**src/rtl/pcap_pkg.sv**
```systemverilog
package pcap_pkg;
    typedef enum logic [2:0] {
        ST_IDLE,
        ST_ARM,
        ST_HALF,
        ST_DONE,
        ST_EXPIRED
    } pcap_state_e;
endpackage

```
**src/rtl/pcap_timebase.sv**
```systemverilog
module pcap_timebase #(
    parameter int CNT_W = 16,
    parameter int DIV_W = 16
) (
    input  logic             clk,
    input  logic             rst_n,
    input  logic             clear,
    input  logic             run,
    input  logic [DIV_W-1:0] div,
    output logic [CNT_W-1:0] count
);
    logic [DIV_W-1:0] pre_q;

    always_ff @(posedge clk or negedge rst_n) begin
        if (!rst_n) begin
            pre_q <= '0;
            count <= '0;
        end else if (clear) begin
            pre_q <= '0;
            count <= '0;
        end else if (run) begin
            if (pre_q >= div) begin
                pre_q <= '0;
                count <= count + 1'b1;
            end else begin
                pre_q <= pre_q + 1'b1;
            end
        end
    end
endmodule

```
**src/rtl/pcap_edge.sv**
```systemverilog
module pcap_edge #(
    parameter int SYNC_STAGES = 2,
    parameter int SEL_W       = 2
) (
    input  logic             clk,
    input  logic             rst_n,
    input  logic             clear,
    input  logic             enable,
    input  logic             pin,
    input  logic [SEL_W-1:0] sel,
    output logic             rise_evt,
    output logic             fall_evt
);
    localparam int NW = (1 << SEL_W) - 1;

    logic [SYNC_STAGES-1:0] sync_q;
    logic                   prev_q;
    logic                   level;
    logic [1:0]             raw;
    logic [1:0]             evt;
    logic [NW-1:0]          mask;

    always_ff @(posedge clk or negedge rst_n) begin
        if (!rst_n) begin
            sync_q <= '0;
            prev_q <= 1'b0;
        end else begin
            sync_q <= {sync_q[SYNC_STAGES-2:0], pin};
            prev_q <= sync_q[SYNC_STAGES-1];
        end
    end

    assign level  = sync_q[SYNC_STAGES-1];
    assign raw[0] = level & ~prev_q;
    assign raw[1] = ~level & prev_q;
    assign mask   = NW'((32'd1 << sel) - 32'd1);

    // one divider per edge polarity: index 0 rising, index 1 falling
    for (genvar g = 0; g < 2; g++) begin : g_pol
        logic [NW-1:0] n_q;
        always_ff @(posedge clk or negedge rst_n) begin
            if (!rst_n) begin
                n_q <= '0;
            end else if (clear) begin
                n_q <= '0;
            end else if (enable && raw[g]) begin
                n_q <= (n_q + 1'b1) & mask;
            end
        end
        assign evt[g] = enable && raw[g] && (n_q == '0);
    end

    assign rise_evt = evt[0];
    assign fall_evt = evt[1];
endmodule

```
**src/rtl/pcap_calc.sv**
```systemverilog
module pcap_calc #(
    parameter int CNT_W = 16
) (
    input  logic [CNT_W-1:0] t0,
    input  logic [CNT_W-1:0] t1,
    input  logic [CNT_W-1:0] t2,
    input  logic [1:0]       sel,
    input  logic             dual,
    output logic [CNT_W-1:0] period,
    output logic [CNT_W-1:0] duty
);
    localparam logic [CNT_W-1:0] CNT_MAX = {CNT_W{1'b1}};

    function automatic logic [CNT_W-1:0] span(input logic [CNT_W-1:0] a,
                                              input logic [CNT_W-1:0] b);
        if (a <= b) return b - a;
        return CNT_MAX - a + b;
    endfunction

    logic [CNT_W-1:0] praw, draw, pshift;

    always_comb begin
        praw   = span(t0, t2);
        draw   = dual ? span(t0, t1) : '0;
        if (draw > praw) draw = draw - praw;
        pshift = praw >> sel;
        duty   = draw;
        if (dual && (sel != 2'd0) && (draw >= pshift))
            duty = pshift - (praw - draw);
        period = pshift;
    end
endmodule

```
**src/rtl/pwm_pulse_meter.sv**
```systemverilog
module pwm_pulse_meter
    import pcap_pkg::*;
#(
    parameter int CNT_W       = 16,
    parameter int DIV_W       = 16,
    parameter int TO_W        = 24,
    parameter int SYNC_STAGES = 2
) (
    input  logic             clk,
    input  logic             rst_n,
    input  logic             start,
    input  logic [DIV_W-1:0] cfg_clk_div,
    input  logic [1:0]       cfg_edge_div,
    input  logic             cfg_dual,
    input  logic [TO_W-1:0]  cfg_timeout,
    input  logic             pin_in,
    output logic             busy,
    output logic             done,
    output logic             timeout,
    output logic [CNT_W-1:0] period,
    output logic [CNT_W-1:0] duty
);
    pcap_state_e      state_q, state_d;
    logic             running;
    logic             rise_evt, fall_evt;
    logic [CNT_W-1:0] cnt;
    logic [CNT_W-1:0] cap_a_q, cap_b_q, t0_q;
    logic [1:0]       snap_q;
    logic             snap_now;
    logic [TO_W-1:0]  wait_q;
    logic             timed_out;
    logic [CNT_W-1:0] calc_period, calc_duty;

    assign running   = (state_q == ST_ARM) || (state_q == ST_HALF);
    assign snap_now  = snap_q[1];
    assign timed_out = running && (wait_q >= cfg_timeout);

    pcap_timebase #(.CNT_W(CNT_W), .DIV_W(DIV_W)) u_timebase (
        .clk(clk), .rst_n(rst_n), .clear(start), .run(running),
        .div(cfg_clk_div), .count(cnt)
    );

    pcap_edge #(.SYNC_STAGES(SYNC_STAGES), .SEL_W(2)) u_edge (
        .clk(clk), .rst_n(rst_n), .clear(start), .enable(running),
        .pin(pin_in), .sel(cfg_edge_div),
        .rise_evt(rise_evt), .fall_evt(fall_evt)
    );

    pcap_calc #(.CNT_W(CNT_W)) u_calc (
        .t0(t0_q), .t1(cap_b_q), .t2(cap_a_q),
        .sel(cfg_edge_div), .dual(cfg_dual),
        .period(calc_period), .duty(calc_duty)
    );

    // capture units, snapshot delay and window counter
    always_ff @(posedge clk or negedge rst_n) begin
        if (!rst_n) begin
            cap_a_q <= '0;
            cap_b_q <= '0;
            snap_q  <= '0;
            wait_q  <= '0;
        end else if (start) begin
            cap_a_q <= '0;
            cap_b_q <= '0;
            snap_q  <= '0;
            wait_q  <= '0;
        end else begin
            if (rise_evt) cap_a_q <= cnt;
            if (fall_evt) cap_b_q <= cnt;
            snap_q <= {snap_q[0], rise_evt};
            if (running) wait_q <= wait_q + 1'b1;
        end
    end

    // state register
    always_ff @(posedge clk or negedge rst_n) begin
        if (!rst_n) state_q <= ST_IDLE;
        else        state_q <= state_d;
    end

    // next state
    always_comb begin
        state_d = state_q;
        unique case (state_q)
            ST_IDLE, ST_DONE, ST_EXPIRED: begin
                if (start) state_d = ST_ARM;
            end
            ST_ARM: begin
                if (start)          state_d = ST_ARM;
                else if (timed_out) state_d = ST_EXPIRED;
                else if (snap_now)  state_d = ST_HALF;
            end
            ST_HALF: begin
                if (start)          state_d = ST_ARM;
                else if (snap_now)  state_d = ST_DONE;
                else if (timed_out) state_d = ST_EXPIRED;
            end
        endcase
    end

    // snapshot and result registers
    always_ff @(posedge clk or negedge rst_n) begin
        if (!rst_n) begin
            t0_q   <= '0;
            period <= '0;
            duty   <= '0;
        end else if (start) begin
            t0_q   <= '0;
            period <= '0;
            duty   <= '0;
        end else begin
            if (state_q == ST_ARM && state_d == ST_HALF) t0_q <= cap_a_q;
            if (state_q == ST_HALF && state_d == ST_DONE) begin
                period <= calc_period;
                duty   <= calc_duty;
            end
        end
    end

    // outputs
    always_comb begin
        busy    = running;
        done    = (state_q == ST_DONE);
        timeout = (state_q == ST_EXPIRED);
    end
endmodule

```
**config.mk**
```make
export PLATFORM = sky130hd
export DESIGN_NAME = pwm_pulse_meter
export DESIGN_NICKNAME = d
export VERILOG_FILES = /design/src/rtl/pcap_pkg.sv /design/src/rtl/pcap_timebase.sv /design/src/rtl/pcap_edge.sv /design/src/rtl/pcap_calc.sv /design/src/rtl/pwm_pulse_meter.sv
export SDC_FILE = /design/constraint.sdc
export NUM_CORES = 1
export LEC_CHECK = 0
export ABC_CLOCK_PERIOD_IN_PS = 10000
export BUFFER_PORTS_ARGS = -buffer_cell sky130_fd_sc_hd__buf_2
export CAP_MARGIN = 20
export CORE_ASPECT_RATIO = 1.25
export CORE_MARGIN = 3
export CORE_UTILIZATION = 64
export CTS_BUF_LIST = sky130_fd_sc_hd__clkbuf_4 sky130_fd_sc_hd__clkbuf_8
export DETAILED_ROUTE_END_ITERATION = 6
export GPL_TIMING_DRIVEN = 0
export PLACE_DENSITY_LB_ADDON = 0.05
export RECOVER_POWER = 100
export REMOVE_ABC_BUFFERS = 1
export SYNTH_ARGS = -nofsm -noshare
export SYNTH_HDL_FRONTEND = slang
export SYNTH_SLANG_ARGS = --single-unit
```
**constraint.sdc**
```tcl
create_clock -name clk -period 10 [get_ports clk]
set_input_delay 1.5 -clock clk [delete_from_list [all_inputs] [get_ports clk]]
set_output_delay 1.5 -clock clk [all_outputs]
set_load 0.01 [all_outputs]
```
# --- After elaboration in Yosys (flattened, before gate mapping) ---
# Index checks and enable logic that the tools add are counted.
totals:
  output_inout_bits: 35
  ff_bits: 150
  word_cells: 112
  in_bits: 47
classes:
  addsub: 14
  n_bitwise: 6
  n_mux: 40
  n_reduce_logical: 24
  n_eq_ne: 6
  shift: 2
  magnitude_cmp: 6
ops:
  columns: ["operator", "n"]
  rows:
  - ["2-to-1 mux 16 bit", 23]
  - ["subtractor 16 bit", 5]
  - ["2-to-1 mux 24 bit", 2]
  - ["2-to-1 mux 3 bit", 11]
  - ["adder 16 x 1 -> 16 bit (second input constant)", 2]
  - ["adder 16 bit", 2]
  - [">= comparator 16 bit", 2]
  - ["<= comparator 16 bit", 2]
  - ["adder 24 x 1 -> 24 bit (second input constant)", 1]
  - [">= comparator 24 bit", 1]
  - ["nonzero test 2 bit", 9]
  - ["greater-than comparator 16 bit", 1]
  - ["right shift 16 x 2 -> 16 bit", 1]
  - ["subtractor 16 bit (first input constant)", 1]
  - ["equality test 3 x 2 -> 1 bit (second input constant)", 4]
  - ["logical AND 1 bit", 9]
  - ["logical NOT 3 bit", 3]
  - ["case mux 3 bit (3 select lines)", 1]
  - ["adder 3 x 1 -> 3 bit (second input constant)", 2]
  - ["AND 3 bit", 2]
  - ["equality test 3 x 1 -> 1 bit (second input constant)", 1]
  - ["equality test 3 bit (second input constant)", 1]
  - ["OR reduction 3 bit", 1]
  - ["<< shifter 1 x 2 -> 3 bit (first input constant)", 1]
  - ["other kinds (7)", 10]

# --- Depth between registers and ports, before layout ---
depth:
  word_depth: 11
  depth_mapped: 46
  mapped_depth_nobuf: 44

# --- Cells and area by module ---
# From an unflattened synthesis, not the netlist that was laid out.
unflattened:
  cells_unflattened: 1507
  hier_area_um2: 13218.9
modules_own_cells:
  columns: ["module", "n_inst", "seq_area_each_um2", "cells_each", "area_per_inst_um2"]
  rows:
  - ["pwm_pulse_meter", 1, 2727.6, 549, 5459.0]
  - ["pcap_calc", 1, 0.0, 652, 4957.3]
  - ["pcap_timebase", 1, 800.8, 261, 2324.7]
  - ["pcap_edge", 1, 225.2, 45, 478.0]

# --- Worst setup path before layout ---
# OpenSTA, ideal clock, no wires.
synth_timing:
  path_type: "register to register"
  from: "reg cap_a_q[0]"
  to: "reg duty[14]"
  path_slack_ps: 1712
  n_path_buf: 2
  setup_ps: 149
  arrival_ps: 8139
  path_stages_with_launch: 47
  t_required_ps: 9851
  synth_period_minus_slack_ps: 8288
  cell_sequence: "dfrtp_1 > inv_1 > ha_1 > inv_1 > fa_1 > a211oi_1 > o211ai_1 > and3_1 > nor3_2 > o31ai_1 > a31oi_1 > o21bai_1 > a21oi_1 > o21ai_0 > xnor2_1 > inv_1 > ha_1 > clkbuf_1 > [11 not listed] > ha_1 > inv_1 > ha_1 > inv_1 > fa_1 > nor2b_1 > o21ai_0 > a21boi_0 > o21ai_0 > a21boi_0 > o21ai_0 > a21boi_0 > o21ai_0 > a21oi_1 > o21ai_0 > and3_1 > o31ai_1 > a311oi_2"
synth_between:
  elab_chain_len: 10
  elab_cells_between_ends: 17
  classes_between: "add/sub (5); order compare (3); shift (1); mux (7); reduce/logical (1)"
synth_rtl:
  columns: ["element", "line", "source"]
  rows:
  - ["start: declaration", "pwm_pulse_meter.sv:27", "logic [CNT_W-1:0] cap_a_q, cap_b_q, t0_q;"]
  - ["start signal: assignment", "pwm_pulse_meter.sv:68", "if (rise_evt) cap_a_q <= cnt;"]
  - ["subtractor 16 bit / <= comparator 16 bit (equally long branches)", "pcap_calc.sv:16", "if (a <= b) return b - a;"]
  - ["2-to-1 mux 16 bit / 2-to-1 mux 1 bit (equally long branches)", "pcap_calc.sv:16", null]
  - ["2-to-1 mux 16 bit *", "pcap_calc.sv:17", "return CNT_MAX - a + b;"]
  - ["subtractor 16 bit / greater-than comparator 16 bit (equally long branches)", "pcap_calc.sv:25", "if (draw > praw) draw = draw - praw;"]
  - ["2-to-1 mux 16 bit", "pcap_calc.sv:25", null]
  - ["subtractor 16 bit / >= comparator 16 bit (equally long branches)", "pcap_calc.sv:29, pcap_calc.sv:28", null]
  - ["subtractor 16 bit / logical AND 1 bit (equally long branches)", "pcap_calc.sv:29, pcap_calc.sv:28", null]
  - ["2-to-1 mux 16 bit *", "pcap_calc.sv:28", "if (dual && (sel != 2'd0) && (draw >= pshift))"]
  - ["2-to-1 mux 16 bit *", "pwm_pulse_meter.sv:113", "if (state_q == ST_HALF && state_d == ST_DONE) begin"]
  - ["2-to-1 mux 16 bit *", "pwm_pulse_meter.sv:107", "end else if (start) begin"]
  - ["end signal: assignment", "pwm_pulse_meter.sv:115", "duty <= calc_duty;"]
  - ["end: declaration", "pwm_pulse_meter.sv:21", "output logic [CNT_W-1:0] duty"]
# Mark *: on every way between the ends. The rest lies on a longest branch, timed or not. The select of a mux whose other input is x is not followed.
# A chain may end at the register's enable or synchronous reset.

# --- Worst setup path in the final report ---
layout_timing:
  from: "reg cap_a_q[13]"
  to: "reg duty[14]"
# Same word-level chain as after synthesis.

==> impl_metrics.toml <==
[status]
status = "complete, but fails checks"
violations = "capacitance limit, slew limit"

[timing]
hold_viol = 0
worst_slack_ps = 550.0
fin_skew_ps = 24.77
period_minus_slack_ps = 9450
min_period_over_period = 0.9450
slew_violations = 153
worst_pin_slew_ps = 5139
setup_violations = 0
max_clock_freq_ghz = 0.1058
max_slew_margin = -2.426

[yosys]
netlist_top_cells_count = "164 x nand2_1, 150 x dfrtp_1, 150 x nor2_1"
synth_edf_count = 0
syn_area_mm2 = 0.01301
synth_top_area_frac = 0.2886
syn-instance-count = 1553
yosysTopAreaCell = "dfrtp_1"
ys_ff_latch = 150
synth_area_leaders = "dfrtp_1 29%, ha_1 12%, a21oi_1 4.7%"
yosysSeqAreaShare = 0.2886
yosys.cell_types.count = 88
synthArstFlopShare = 1.000
yosys_warnings = 0
synth.most_common_cell = "nand2_1"
avgSynthCellArea_um2 = 8.375
yosys_most_used_dff = "dfrtp_1"

[placed_design]
routabilityCongestion = 0.8941
port_buffers = 81
dpl.hpwl_um = 24140
dpl_worst_slack_ps = -488.6

[clock_tree]
insertion_delay_ps = 480
htree_levels = 4
cts_made_buffers = 17
cts_buffer_depth = 2
clk_pin_slew_ps = 110
hold_buffers = 0
clock-sinks = 150
root_buffer = "clkbuf_8"
cts_tree = "yes"

[power]
ir_drop_mv = 0.1128
p_leak_nw = 6.728
p_sw_frac = 0.4397
power.switching_mw = 1.133
internal_power_mw = 1.444
seqPwrFrac = 0.251
power_frac_comb = 0.567
pwr-share-clk = 0.183
p_per_area_mw_per_mm2 = 183.9

[route]
post_drt_wl_per_cell_um = 16.60
ant_nets = 0
routed_wl_um = 31220
drt-initial-drc-count = 603
vias = 11280
vias_per_cell = 5.996
drc = 0
dr.pass1.iters = 5

[worst_setup_path]
worst_ep_arrival_time_ps = 9840
critPathTopFamily = "compound AO/OA/AOI/OAI gates"
crit_top_cell = "o21ai_0"
start_kind = "flop"
regToRegSetupSlack_ps = 550
crit_fanout = 8
rr_worst_depth = 35
r2r_end = "duty[14]$_DFFE_PN0P_"
cpMaxStageDelayCell = "o21ai_0"
critPathMaxStageDelay_ps = 610
cp.required_ps = 10390
rr_startpoint = "cap_a_q[13]$_DFFE_PN0P_"
path_buf_inv = 2
end_kind = "flop"
worstSetupPathType = "flop to flop"

[cells_and_area]
syn2layout_area_growth_pct = 7.715
fillCellCount = 1644
fin_nets = 1796
regArea_mm2 = 0.003754
final_util = 0.7117
drive_gt1_frac = 0.1077
multi_input_area_mm2 = 0.008557
n_antenna_cell = 0

[global_route]
antenna_found_initial = 0
grt_start_max_net_pins = 101
grt_usage = 0.2876
grt_pass1_vias = 10910
grt_pass1_wl_um = 51910
grt-ovfl-total = 0

[floorplan]
coreArea_mm2 = 0.01968
dieArea_mm2 = 0.02208
die_h_um = 165.4
placementRows = 57
pin_count = 82
fp.dieW_um = 133.5
initial_core_util = 0.6608

[worst_hold_path]
min_path_cells = 0
hp-class = "flop to flop"
holdPathEnd = "u_edge.sync_q[1]$_DFF_PN0_"
min_from = "u_edge.sync_q[0]$_DFF_PN0_"

[job]
maxCapViolCount = 3
[power groups by stage]
stage	clock network (mW)	logic [mW]	registers (mW)
6_report	0.470	1.46	0.645
5_1_grt	0.501	1.63	0.648
4_1_cts	0.478	1.41	0.645
3_5_place_dp	0	1.40	0.657
3_3_place_gp	0	1.35	0.656
2_1_floorplan	0	1.07	0.649
[cells in the final DEF (no fill, tap or decap), types with 24 or more instances in the layout]
cell / Yosys / routed
inv_1: 134 / 134
o21ai_0: 60 / 60
dfrtp_1: 150 / 150
nor2_1: 150 / 149
nand4_1: 24 / 24
a21o_1: 41 / 41
nor3_1: 33 / 33
nand2_1: 164 / 164
a21oi_1: 123 / 121
nand3_1: 54 / 52
xor2_1: 31 / 30
xnor2_1: 33 / 31
clkbuf_1: 46 / 39
ha_1: 127 / 126
buf_2: 9 / 43
mux2_2: 31 / 31
[state kept, by name, summed over array words and instances (netlist names)]
name and cells:
period 16, u_edge.g_pol.n_q 6, u_timebase.count 16, state_q 3, duty 16, u_timebase.pre_q 16
cap_b_q 16, wait_q 24, cap_a_q 16, u_edge.prev_q 1, snap_q 2, u_edge.sync_q 2
t0_q 16
[cell families after synthesis]
kind of cell,synth area share
compound gates,0.1856
simple gates,0.2120
flops,0.2886
xor+xnor,0.04493
fa+ha+maj,0.1514
mux,0.05657
buf+inv,0.06089
[worst reg2reg max path: cells and delay by family, from the launching register on]
family | cells | cell delay [ps]
xor+xnor | 2 | 610
simple gates | 10 | 2130
buf+inv | 2 | 280
flops | 1 | 420
fa+ha+maj | 4 | 1620
compound gates | 17 | 4310
[routing by layer]
layer	track usage	vias to the layer above	wire length [um]
met5	0	-	0
met4	0.1230	0	1202
met3	0.03455	83	913
met2	0.5310	247	16210
met1	0.3383	5364	12890
li1	-	5584	-
[worst max path at each step]
| stage | from | end | slack, ps | cells past startpoint |
|---|---|---|---|---|
| after global routing | cap_a_q[0]$_DFFE_PN0P_ | duty[14]$_DFFE_PN0P_ | -30 | 44 |
| after floorplan | cap_a_q[0]$_DFFE_PN0P_ | duty[14]$_DFFE_PN0P_ | 1720 | 44 |
| after detailed placement | cap_a_q[0]$_DFFE_PN0P_ | duty[14]$_DFFE_PN0P_ | -490 | 44 |
| final | cap_a_q[13]$_DFFE_PN0P_ | duty[14]$_DFFE_PN0P_ | 550 | 35 |
| after global placement | cap_a_q[0]$_DFFE_PN0P_ | duty[14]$_DFFE_PN0P_ | -490 | 44 |
| after CTS | cap_a_q[0]$_DFFE_PN0P_ | duty[14]$_DFFE_PN0P_ | 40 | 44 |
[final cells by class]
cell class | instances | area share
Timing Repair Buffer | 94 | 0.03421
Clock inverter | 15 | 0.01054
Clock buffer | 17 | 0.01670
Multi-Input combinational cell | 1205 | 0.6108
Sequential cell | 150 | 0.2679
Tap cell | 265 | 0.02367
Inverter | 135 | 0.03617
[through the flow]
step | setup TNS [ps] | cell area [um^2] | hold WS [ps] | power [mW] | cells
2_1_floorplan | 0 | 12720 | 331.2 | 1.714 | 1490
3_3_place_gp | -3506 | 13460 | 335.6 | 2.007 | 1836
3_5_place_dp | -4255 | 13550 | 337.9 | 2.052 | 1840
4_1_cts | 0 | 13940 | 359.4 | 2.529 | 1872
5_1_grt | -34.71 | 14010 | 380.2 | 2.778 | 1881
6_report | 0 | 14010 | 358.8 | 2.576 | 1881
[timing repair]
item / CTS / global route
gates resized for setup: 5 / 17
endpoints found under the setup margin: 15 / 15
pin swaps: 0 / 9
setup buffers: 0 / 9
Note: power is estimated with default switching activity, not from simulation.
